===== config.mk =====
export PLATFORM = sky130hd
export DESIGN_NAME = rc4_window_search
export DESIGN_NICKNAME = d
export VERILOG_FILES = /design/src/rtl/rc4ws_pkg.sv /design/src/rtl/rc4ws_bytemem.sv /design/src/rtl/rc4ws_scorer.sv /design/src/rtl/rc4_window_search.sv
export SDC_FILE = /design/constraint.sdc
export NUM_CORES = 2
export LEC_CHECK = 0
export BUFFER_PORTS_ARGS = -buffer_cell sky130_fd_sc_hd__buf_2
export CAP_MARGIN = 10
export CORE_UTILIZATION = 31
export DETAILED_ROUTE_END_ITERATION = 16
export PLACE_DENSITY_LB_ADDON = 0.08
export SYNTH_ARGS = -nofsm -noshare
export SYNTH_HDL_FRONTEND = slang
export SYNTH_SLANG_ARGS = --single-unit

===== constraint.sdc =====
create_clock -name clk -period 19.04 [get_ports clk]
set_input_delay 4.76 -clock clk [delete_from_list [all_inputs] [get_ports clk]]
set_output_delay 4.76 -clock clk [all_outputs]
set_load 0.1 [all_outputs]

===== src/rtl/rc4ws_pkg.sv =====
package rc4ws_pkg;
    localparam int KEY_BYTES = 16;
    localparam int SBOX_SIZE = 256;

    typedef enum logic [2:0] {
        PH_IDLE,
        PH_INIT,
        PH_KSA_A,
        PH_KSA_B,
        PH_GEN_A,
        PH_GEN_B,
        PH_EVAL,
        PH_FIN
    } phase_e;
endpackage


===== src/rtl/rc4ws_bytemem.sv =====
module rc4ws_bytemem #(
    parameter int DEPTH = 256,
    parameter int NRD   = 1
) (
    input  logic                           clk,
    input  logic                           we,
    input  logic [$clog2(DEPTH)-1:0]       waddr,
    input  logic [7:0]                     wdata,
    input  logic [NRD*$clog2(DEPTH)-1:0]   raddr,
    output logic [NRD*8-1:0]               rdata
);
    localparam int AW = $clog2(DEPTH);

    logic [7:0] mem_q [DEPTH];

    always_ff @(posedge clk) begin
        if (we) begin
            mem_q[waddr] <= wdata;
        end
    end

    for (genvar g = 0; g < NRD; g++) begin : g_rd
        assign rdata[g*8 +: 8] = mem_q[raddr[g*AW +: AW]];
    end
endmodule


===== src/rtl/rc4ws_scorer.sv =====
module rc4ws_scorer #(
    parameter int CT_DEPTH = 32
) (
    input  logic                            clk,
    input  logic                            rst_n,
    input  logic                            clear,
    input  logic                            pt_valid,
    input  logic [7:0]                      pt_byte,
    input  logic [$clog2(CT_DEPTH+1)-1:0]   pt_idx,
    input  logic [$clog2(CT_DEPTH)-1:0]     moff,
    input  logic [31:0]                     mval,
    input  logic                            men,
    output logic [$clog2(CT_DEPTH+1)-1:0]   score,
    output logic                            hit
);
    localparam int CT_AW = $clog2(CT_DEPTH);
    localparam int CT_LW = $clog2(CT_DEPTH + 1);
    localparam int DW    = CT_LW + 1;

    typedef struct packed {
        logic [255:0]     seen;
        logic [CT_LW-1:0] score;
        logic [2:0]       mcnt;
        logic             mok;
    } sc_t;

    sc_t r_q, r_d;

    logic [DW-1:0] idx_x, off_x, diff_c;
    logic          in_win_c;
    logic [7:0]    exp_c;

    always_comb begin
        r_d      = r_q;
        idx_x    = DW'(pt_idx);
        off_x    = DW'(moff);
        diff_c   = idx_x - off_x;
        in_win_c = (idx_x >= off_x) && (diff_c < DW'(4));
        case (diff_c[1:0])
            2'd0:    exp_c = mval[31:24];
            2'd1:    exp_c = mval[23:16];
            2'd2:    exp_c = mval[15:8];
            default: exp_c = mval[7:0];
        endcase
        if (clear) begin
            r_d.seen  = '0;
            r_d.score = '0;
            r_d.mcnt  = '0;
            r_d.mok   = 1'b1;
        end else if (pt_valid) begin
            if (!r_q.seen[pt_byte]) begin
                r_d.seen[pt_byte] = 1'b1;
                r_d.score         = r_q.score + 1'b1;
            end
            if (in_win_c) begin
                r_d.mcnt = r_q.mcnt + 3'd1;
                if (pt_byte != exp_c) begin
                    r_d.mok = 1'b0;
                end
            end
        end
    end

    always_ff @(posedge clk or negedge rst_n) begin
        if (!rst_n) begin
            r_q <= '0;
        end else begin
            r_q <= r_d;
        end
    end

    assign score = r_q.score;
    assign hit   = men && r_q.mok && (r_q.mcnt == 3'd4);

    assert_score_hold_R4: assert property (@(posedge clk) disable iff (!rst_n)
        (!clear && !pt_valid) |=> $stable(r_q.score));

    assert_score_step_R4: assert property (@(posedge clk) disable iff (!rst_n)
        (!clear && pt_valid) |=> (r_q.score == $past(r_q.score)) ||
                                 (r_q.score == $past(r_q.score) + 1'b1));

    assert_magic_count_R5: assert property (@(posedge clk) disable iff (!rst_n)
        r_q.mcnt <= 3'd4);
endmodule


===== src/rtl/rc4_window_search.sv =====
module rc4_window_search #(
    parameter int CAP_DEPTH = 64,
    parameter int CT_DEPTH  = 32
) (
    input  logic                             clk,
    input  logic                             rst_n,
    input  logic                             cap_we,
    input  logic [$clog2(CAP_DEPTH)-1:0]     cap_addr,
    input  logic [7:0]                       cap_wdata,
    input  logic                             ct_we,
    input  logic [$clog2(CT_DEPTH)-1:0]      ct_addr,
    input  logic [7:0]                       ct_wdata,
    input  logic [$clog2(CAP_DEPTH+1)-1:0]   cfg_cap_len,
    input  logic [$clog2(CT_DEPTH+1)-1:0]    cfg_dec_len,
    input  logic [$clog2(CT_DEPTH)-1:0]      cfg_magic_off,
    input  logic [31:0]                      cfg_magic,
    input  logic                             cfg_magic_en,
    input  logic                             start,
    output logic                             busy,
    output logic                             done,
    output logic [$clog2(CAP_DEPTH)-1:0]     best_offset,
    output logic [$clog2(CT_DEPTH+1)-1:0]    best_score,
    output logic                             best_magic
);
    import rc4ws_pkg::*;

    localparam int CAP_AW = $clog2(CAP_DEPTH);
    localparam int CAP_LW = $clog2(CAP_DEPTH + 1);
    localparam int CT_AW  = $clog2(CT_DEPTH);
    localparam int CT_LW  = $clog2(CT_DEPTH + 1);

    typedef struct packed {
        phase_e            ph;
        logic [7:0]        cnt;
        logic [7:0]        i;
        logic [7:0]        j;
        logic [7:0]        si;
        logic [7:0]        sj;
        logic [7:0]        jn;
        logic [CT_LW-1:0]  pidx;
        logic [CAP_AW-1:0] win;
        logic [CAP_AW-1:0] last_win;
        logic [CT_LW-1:0]  dec_len;
        logic [CT_AW-1:0]  moff;
        logic [31:0]       mval;
        logic              men;
        logic              best_vld;
        logic [CAP_AW-1:0] best_off;
        logic [CT_LW-1:0]  best_sc;
        logic              best_hit;
    } ctl_t;

    ctl_t r_q, r_d;

    logic       sb_we;
    logic [7:0] sb_waddr, sb_wdata, sb_ra0, sb_ra1, sb_rd0, sb_rd1;
    logic [7:0] cap_rd, ct_rd;
    logic [CAP_AW-1:0] cap_ra;
    logic       sc_clear, pt_valid, sc_hit;
    logic [7:0] pt_byte;
    logic [CT_LW-1:0] sc_score;
    logic [7:0] i1_c, jn_c, t_c, ks_c;
    logic       better_c;

    rc4ws_bytemem #(.DEPTH(SBOX_SIZE), .NRD(2)) u_sbox (
        .clk   (clk),
        .we    (sb_we),
        .waddr (sb_waddr),
        .wdata (sb_wdata),
        .raddr ({sb_ra1, sb_ra0}),
        .rdata ({sb_rd1, sb_rd0})
    );

    rc4ws_bytemem #(.DEPTH(CAP_DEPTH), .NRD(1)) u_cap (
        .clk   (clk),
        .we    (cap_we),
        .waddr (cap_addr),
        .wdata (cap_wdata),
        .raddr (cap_ra),
        .rdata (cap_rd)
    );

    rc4ws_bytemem #(.DEPTH(CT_DEPTH), .NRD(1)) u_ct (
        .clk   (clk),
        .we    (ct_we),
        .waddr (ct_addr),
        .wdata (ct_wdata),
        .raddr (r_q.pidx[CT_AW-1:0]),
        .rdata (ct_rd)
    );

    rc4ws_scorer #(.CT_DEPTH(CT_DEPTH)) u_scorer (
        .clk      (clk),
        .rst_n    (rst_n),
        .clear    (sc_clear),
        .pt_valid (pt_valid),
        .pt_byte  (pt_byte),
        .pt_idx   (r_q.pidx),
        .moff     (r_q.moff),
        .mval     (r_q.mval),
        .men      (r_q.men),
        .score    (sc_score),
        .hit      (sc_hit)
    );

    assign cap_ra = r_q.win + CAP_AW'(r_q.cnt[3:0]);

    always_comb begin
        r_d      = r_q;
        sb_we    = 1'b0;
        sb_waddr = '0;
        sb_wdata = '0;
        sb_ra0   = '0;
        sb_ra1   = '0;
        sc_clear = 1'b0;
        pt_valid = 1'b0;
        pt_byte  = '0;
        i1_c     = r_q.i + 8'd1;
        jn_c     = '0;
        t_c      = r_q.si + r_q.sj;
        ks_c     = '0;
        better_c = !r_q.best_vld ||
                   (sc_hit && !r_q.best_hit) ||
                   ((sc_hit == r_q.best_hit) && (sc_score < r_q.best_sc));
        case (r_q.ph)
            PH_IDLE: begin
                if (start) begin
                    r_d.dec_len  = cfg_dec_len;
                    r_d.moff     = cfg_magic_off;
                    r_d.mval     = cfg_magic;
                    r_d.men      = cfg_magic_en;
                    r_d.last_win = CAP_AW'(cfg_cap_len - CAP_LW'(KEY_BYTES));
                    r_d.win      = '0;
                    r_d.cnt      = '0;
                    r_d.best_vld = 1'b0;
                    r_d.best_off = '0;
                    r_d.best_sc  = '0;
                    r_d.best_hit = 1'b0;
                    r_d.ph = (cfg_cap_len < CAP_LW'(KEY_BYTES)) ? PH_FIN : PH_INIT;
                end
            end
            PH_INIT: begin
                sc_clear = 1'b1;
                sb_we    = 1'b1;
                sb_waddr = r_q.cnt;
                sb_wdata = r_q.cnt;
                r_d.cnt  = r_q.cnt + 8'd1;
                r_d.j    = '0;
                if (r_q.cnt == 8'hFF) begin
                    r_d.ph = PH_KSA_A;
                end
            end
            PH_KSA_A: begin
                sb_ra0   = r_q.cnt;
                jn_c     = r_q.j + sb_rd0 + cap_rd;
                sb_ra1   = jn_c;
                sb_we    = 1'b1;
                sb_waddr = r_q.cnt;
                sb_wdata = sb_rd1;
                r_d.si   = sb_rd0;
                r_d.jn   = jn_c;
                r_d.ph   = PH_KSA_B;
            end
            PH_KSA_B: begin
                sb_we    = 1'b1;
                sb_waddr = r_q.jn;
                sb_wdata = r_q.si;
                r_d.j    = r_q.jn;
                r_d.cnt  = r_q.cnt + 8'd1;
                if (r_q.cnt == 8'hFF) begin
                    r_d.i    = '0;
                    r_d.j    = '0;
                    r_d.pidx = '0;
                    r_d.ph   = (r_q.dec_len == '0) ? PH_EVAL : PH_GEN_A;
                end else begin
                    r_d.ph = PH_KSA_A;
                end
            end
            PH_GEN_A: begin
                sb_ra0   = i1_c;
                jn_c     = r_q.j + sb_rd0;
                sb_ra1   = jn_c;
                sb_we    = 1'b1;
                sb_waddr = i1_c;
                sb_wdata = sb_rd1;
                r_d.i    = i1_c;
                r_d.si   = sb_rd0;
                r_d.sj   = sb_rd1;
                r_d.jn   = jn_c;
                r_d.ph   = PH_GEN_B;
            end
            PH_GEN_B: begin
                sb_we    = 1'b1;
                sb_waddr = r_q.jn;
                sb_wdata = r_q.si;
                sb_ra0   = t_c;
                ks_c     = (t_c == r_q.jn) ? r_q.si : sb_rd0;
                pt_valid = 1'b1;
                pt_byte  = ks_c ^ ct_rd;
                r_d.j    = r_q.jn;
                r_d.pidx = r_q.pidx + 1'b1;
                r_d.ph   = ((r_q.pidx + 1'b1) == r_q.dec_len) ? PH_EVAL : PH_GEN_A;
            end
            PH_EVAL: begin
                if (better_c) begin
                    r_d.best_vld = 1'b1;
                    r_d.best_off = r_q.win;
                    r_d.best_sc  = sc_score;
                    r_d.best_hit = sc_hit;
                end
                if (r_q.win == r_q.last_win) begin
                    r_d.ph = PH_FIN;
                end else begin
                    r_d.win = r_q.win + 1'b1;
                    r_d.cnt = '0;
                    r_d.ph  = PH_INIT;
                end
            end
            default: begin
                r_d.ph = PH_IDLE;
            end
        endcase
    end

    always_ff @(posedge clk or negedge rst_n) begin
        if (!rst_n) begin
            r_q <= '0;
        end else begin
            r_q <= r_d;
        end
    end

    assign busy        = (r_q.ph != PH_IDLE) && (r_q.ph != PH_FIN);
    assign done        = (r_q.ph == PH_FIN);
    assign best_offset = r_q.best_off;
    assign best_score  = r_q.best_sc;
    assign best_magic  = r_q.best_hit;

    assert_done_pulse_R7: assert property (@(posedge clk) disable iff (!rst_n)
        done |=> !done);

    assert_idle_hold_R9: assert property (@(posedge clk) disable iff (!rst_n)
        (r_q.ph == PH_IDLE && !start) |=>
            ($stable(best_offset) && $stable(best_score) && $stable(best_magic)));

    assert_offset_range_R3: assert property (@(posedge clk) disable iff (!rst_n)
        (done && r_q.best_vld) |-> (best_offset <= r_q.last_win));

    assert_window_advance_R3: assert property (@(posedge clk) disable iff (!rst_n)
        (r_q.ph == PH_EVAL && r_q.win != r_q.last_win) |=> (r_q.win == $past(r_q.win) + 1'b1));
endmodule


==> reports/qor.csv <==
stage,metric,value,unit
worst_hold_path,holdCritPathClass,flop to flop,
global_route,overflow,0,
cts,clk_pin_slew,60,ps
floorplan,die_h,700,um
sta,worstMarginPinSlew,1530,ps
worst_setup_path,cp_common_cell,buf_4,
worst_setup_path,worstSetupStartpoint,r_q[125]$_DFFE_PN0P_,
finish,fin_util,0.356,
worst_setup_path,reg2reg_from,r_q[125]$_DFFE_PN0P_,
finish,multi_input_area,53000,um2
worst_setup_path,path_class,flop to flop,
run,drv_cap,0,
sta,setup_violations,0,
logic_synthesis,synth_edf_count,2816,
sta,fin_tns_setup,0,ps
global_route,grt_max_degree,233,
worst_setup_path,reg2reg_depth,31,
global_route,antenna_found_initial,29,
sta,slew_violations,36,
sta,finalCritPeriodShare,0.801,
sta,grt_setup_unrepaired,no,
logic_synthesis,synth_top_family_by_area,multiplexers,
floorplan,core-area,484000,um2
detailed_routing,dr_wl_met3,45400,um
sta,clock_skew,93.7,ps
placement,dp_hpwl,381000,um
sta,finalHoldViolCount,0,
logic_synthesis,syn_area_per_cell,13.6,um2
logic_synthesis,ys_warn_count,0,
detailed_routing,met2WireLength,275000,um
detailed_routing,num_vias,103000,
cts,cts_buffers,387,
worst_setup_path,reg2reg_slack,3800,ps
floorplan,start_util,0.312,
worst_setup_path,crit_path_end,u_sbox.mem_q[201][1]$_DFFE_PP_,
cts,cts_tree,done,
detailed_routing,routed.top_layer,met5,
logic_synthesis,synth_fa_ha_area_frac,0.00428,
cts,clock_path_buffers,4,
detailed_routing,avgViaCountPerCell,5.79,
finish,layout_commonest_cell,edfxtp_1,
worst_setup_path,cp.arrival,15950,ps
worst_setup_path,startpoint_type,flop,
detailed_routing,drtAntennaViolNets,0,
finish,n_fill_cell,46600,
cts,root_buffer,clkbuf_16,
logic_synthesis,yosys_most_used_dff,edfxtp_1,
worst_setup_path,cpPeakStageDelay,1110,ps
finish,drive_gt1_frac,0.180,
floorplan,fp.dieW,700,um
logic_synthesis,ys_seq_area_frac,0.625,
worst_setup_path,cp_max_fo,136,
cts,ctsHoldBuffers,0,
detailed_routing,met1_length,264000,um
status,outcome,"finished, violations left",
detailed_routing,wl,610000,um
logic_synthesis,ys_ff_latch,3209,
floorplan,design.die.area,490000,um2
worst_setup_path,endpoint_kind,flop,
logic_synthesis,synth_compound_area_frac,0.0762,
sta,max_freq,65.6,MHz
finish,syn2layout_area_growth,14.0,%
logic_synthesis,syn-cell-area,151000,um2
cts,post-cts-setup-buffers,0,
finish,layout_common_cells,"2,816 x edfxtp_1, 2,434 x nand2_1, 761 x mux4_2, 696 x nand3_1, 454 x mux2i_1",
logic_synthesis,synth_mux_area_frac,0.145,
floorplan,placementRows,255,
worst_setup_path,rr_endpoint,u_sbox.mem_q[201][1]$_DFFE_PP_,
cts,cts.sinks,3209,
logic_synthesis,synth-simple-area-share,0.117,
cts,cts_repair_resize_count,0,
sta,period_needed,15240,ps
finish,final_nets,11200,
worst_setup_path,slowest_stage,a221oi_1,
global_route,grt_usage,0.242,
detailed_routing,wl_per_cell,34.3,um
finish,seqCellArea,94400,um2
logic_synthesis,synth-async-reset-ratio,0.122,
logic_synthesis,synth_cell_types,104,
placement,numPortBuffers,97,
placement,dp_slack,4200,ps
placement,gp_congestion,0.934,
detailed_routing,drt-initial-drc-count,12100,
global_route,grt_pass1_vias,102000,
floorplan,io_pins,98,
cts,insertion_delay,1070,ps
detailed_routing,firstDrtPassIters,6,
sta,worst_slack,3800,ps
status,violations,slew limit,
global_route,grt_pass1_wl,843000,um
detailed_routing,drc_errors,0,
logic_synthesis,syn-num-nets,11200,
cts,cts_max_level,5,
sta,slew_headroom,-0.0215,
logic_synthesis,synth-xor-area-share,0.00451,
worst_setup_path,cp_data_required_time,19740,ps
logic_synthesis,synthCells,11100,
[worst min-delay path by stage]
stage / slack (ps) / cells after the start / start / to
floorplan: 440 / 2 / r_q[14]$_DFFE_PN0P_ / r_q[14]$_DFFE_PN0P_
global placement: 450 / 2 / r_q[13]$_DFFE_PN0P_ / r_q[13]$_DFFE_PN0P_
detailed placement: 460 / 2 / r_q[26]$_DFFE_PN0P_ / r_q[26]$_DFFE_PN0P_
CTS: 480 / 2 / r_q[29]$_DFFE_PN0P_ / r_q[29]$_DFFE_PN0P_
global route: 490 / 2 / r_q[16]$_DFFE_PN0P_ / r_q[16]$_DFFE_PN0P_
finish: 470 / 2 / r_q[43]$_DFFE_PN0P_ / r_q[43]$_DFFE_PN0P_
[flip-flops by register name, summed over array words and instances (netlist names)]
register / count
u_sbox.mem_q: 2048
r_q: 114
best_score: 6
u_ct.mem_q: 256
best_offset: 6
u_scorer.score: 6
best_magic: 1
u_cap.mem_q: 512
u_scorer.r_q: 260
[cells in the mapped netlist (96+ instances only)]
cell | instances | share of area
edfxtp_1 | 2816 | 0.56
nand2_1 | 2453 | 0.061
mux4_2 | 761 | 0.11
nand3_1 | 696 | 0.023
nor2_1 | 465 | 0.012
mux2i_1 | 454 | 0.030
clkbuf_1 | 422 | 0.010
dfrtp_1 | 393 | 0.065
buf_2 | 239 | 0.0079
a211oi_1 | 203 | 0.010
o21ai_0 | 194 | 0.0064
buf_1 | 168 | 0.0042
a21oi_1 | 138 | 0.0046
a32oi_1 | 121 | 0.0070
o211ai_1 | 119 | 0.0059
o31ai_1 | 116 | 0.0058
a31oi_1 | 105 | 0.0043
a22o_1 | 103 | 0.0060
nor4b_1 | 96 | 0.0056
[logic make-up (layout without fill, tap and decap cells)]
family / Yosys count / count (layout)
compound gates: 1508 / 1508
xor+xnor: 76 / 76
fa+ha+maj: 49 / 49
buf+inv: 950 / 1244
flops: 3209 / 3209
mux: 1238 / 1238
other cells: 0 / 10
simple gates: 4057 / 4057
[layer usage]
layer  global-route usage  up-vias
met5              0.00245        -
met2                0.374     4632
li1                     -    42900
met4               0.0928       20
met1                0.336    54600
met3               0.0478     1045
[area by class of cell]
cell class,instances,share of cell area
Tap cell,6425,0.0467
Sequential cell,3209,0.548
Clock inverter,239,0.0138
Multi-Input combinational cell,6928,0.308
Timing Repair Buffer,498,0.0230
Clock buffer,465,0.0593
Inverter,42,0.000916
Antenna cell,10,0.000145
[per-stage QoR]
stage / hold slack (ps) / cells / instance area (um2)
after floorplan: 438 / 11100 / 151000
after global placement: 453 / 17100 / 159000
after detailed placement: 461 / 17100 / 159000
after CTS: 475 / 17800 / 172000
after global routing: 490 / 17800 / 172000
final: 471 / 17800 / 172000
[critical path, delay by kind of cell (launching register included)]
kind | cells | cell delay, ps
adders and majority gates | 2 | 940
DFF | 1 | 620
muxes | 1 | 340
and+or+nand+nor | 7 | 1560
buffers and inverters | 10 | 5460
AOI/OAI and AO/OA | 11 | 5460
Power is left out: the tool's default activity adds up to more than one toggle a clock period on the data nets, which glitch-free logic cannot reach.
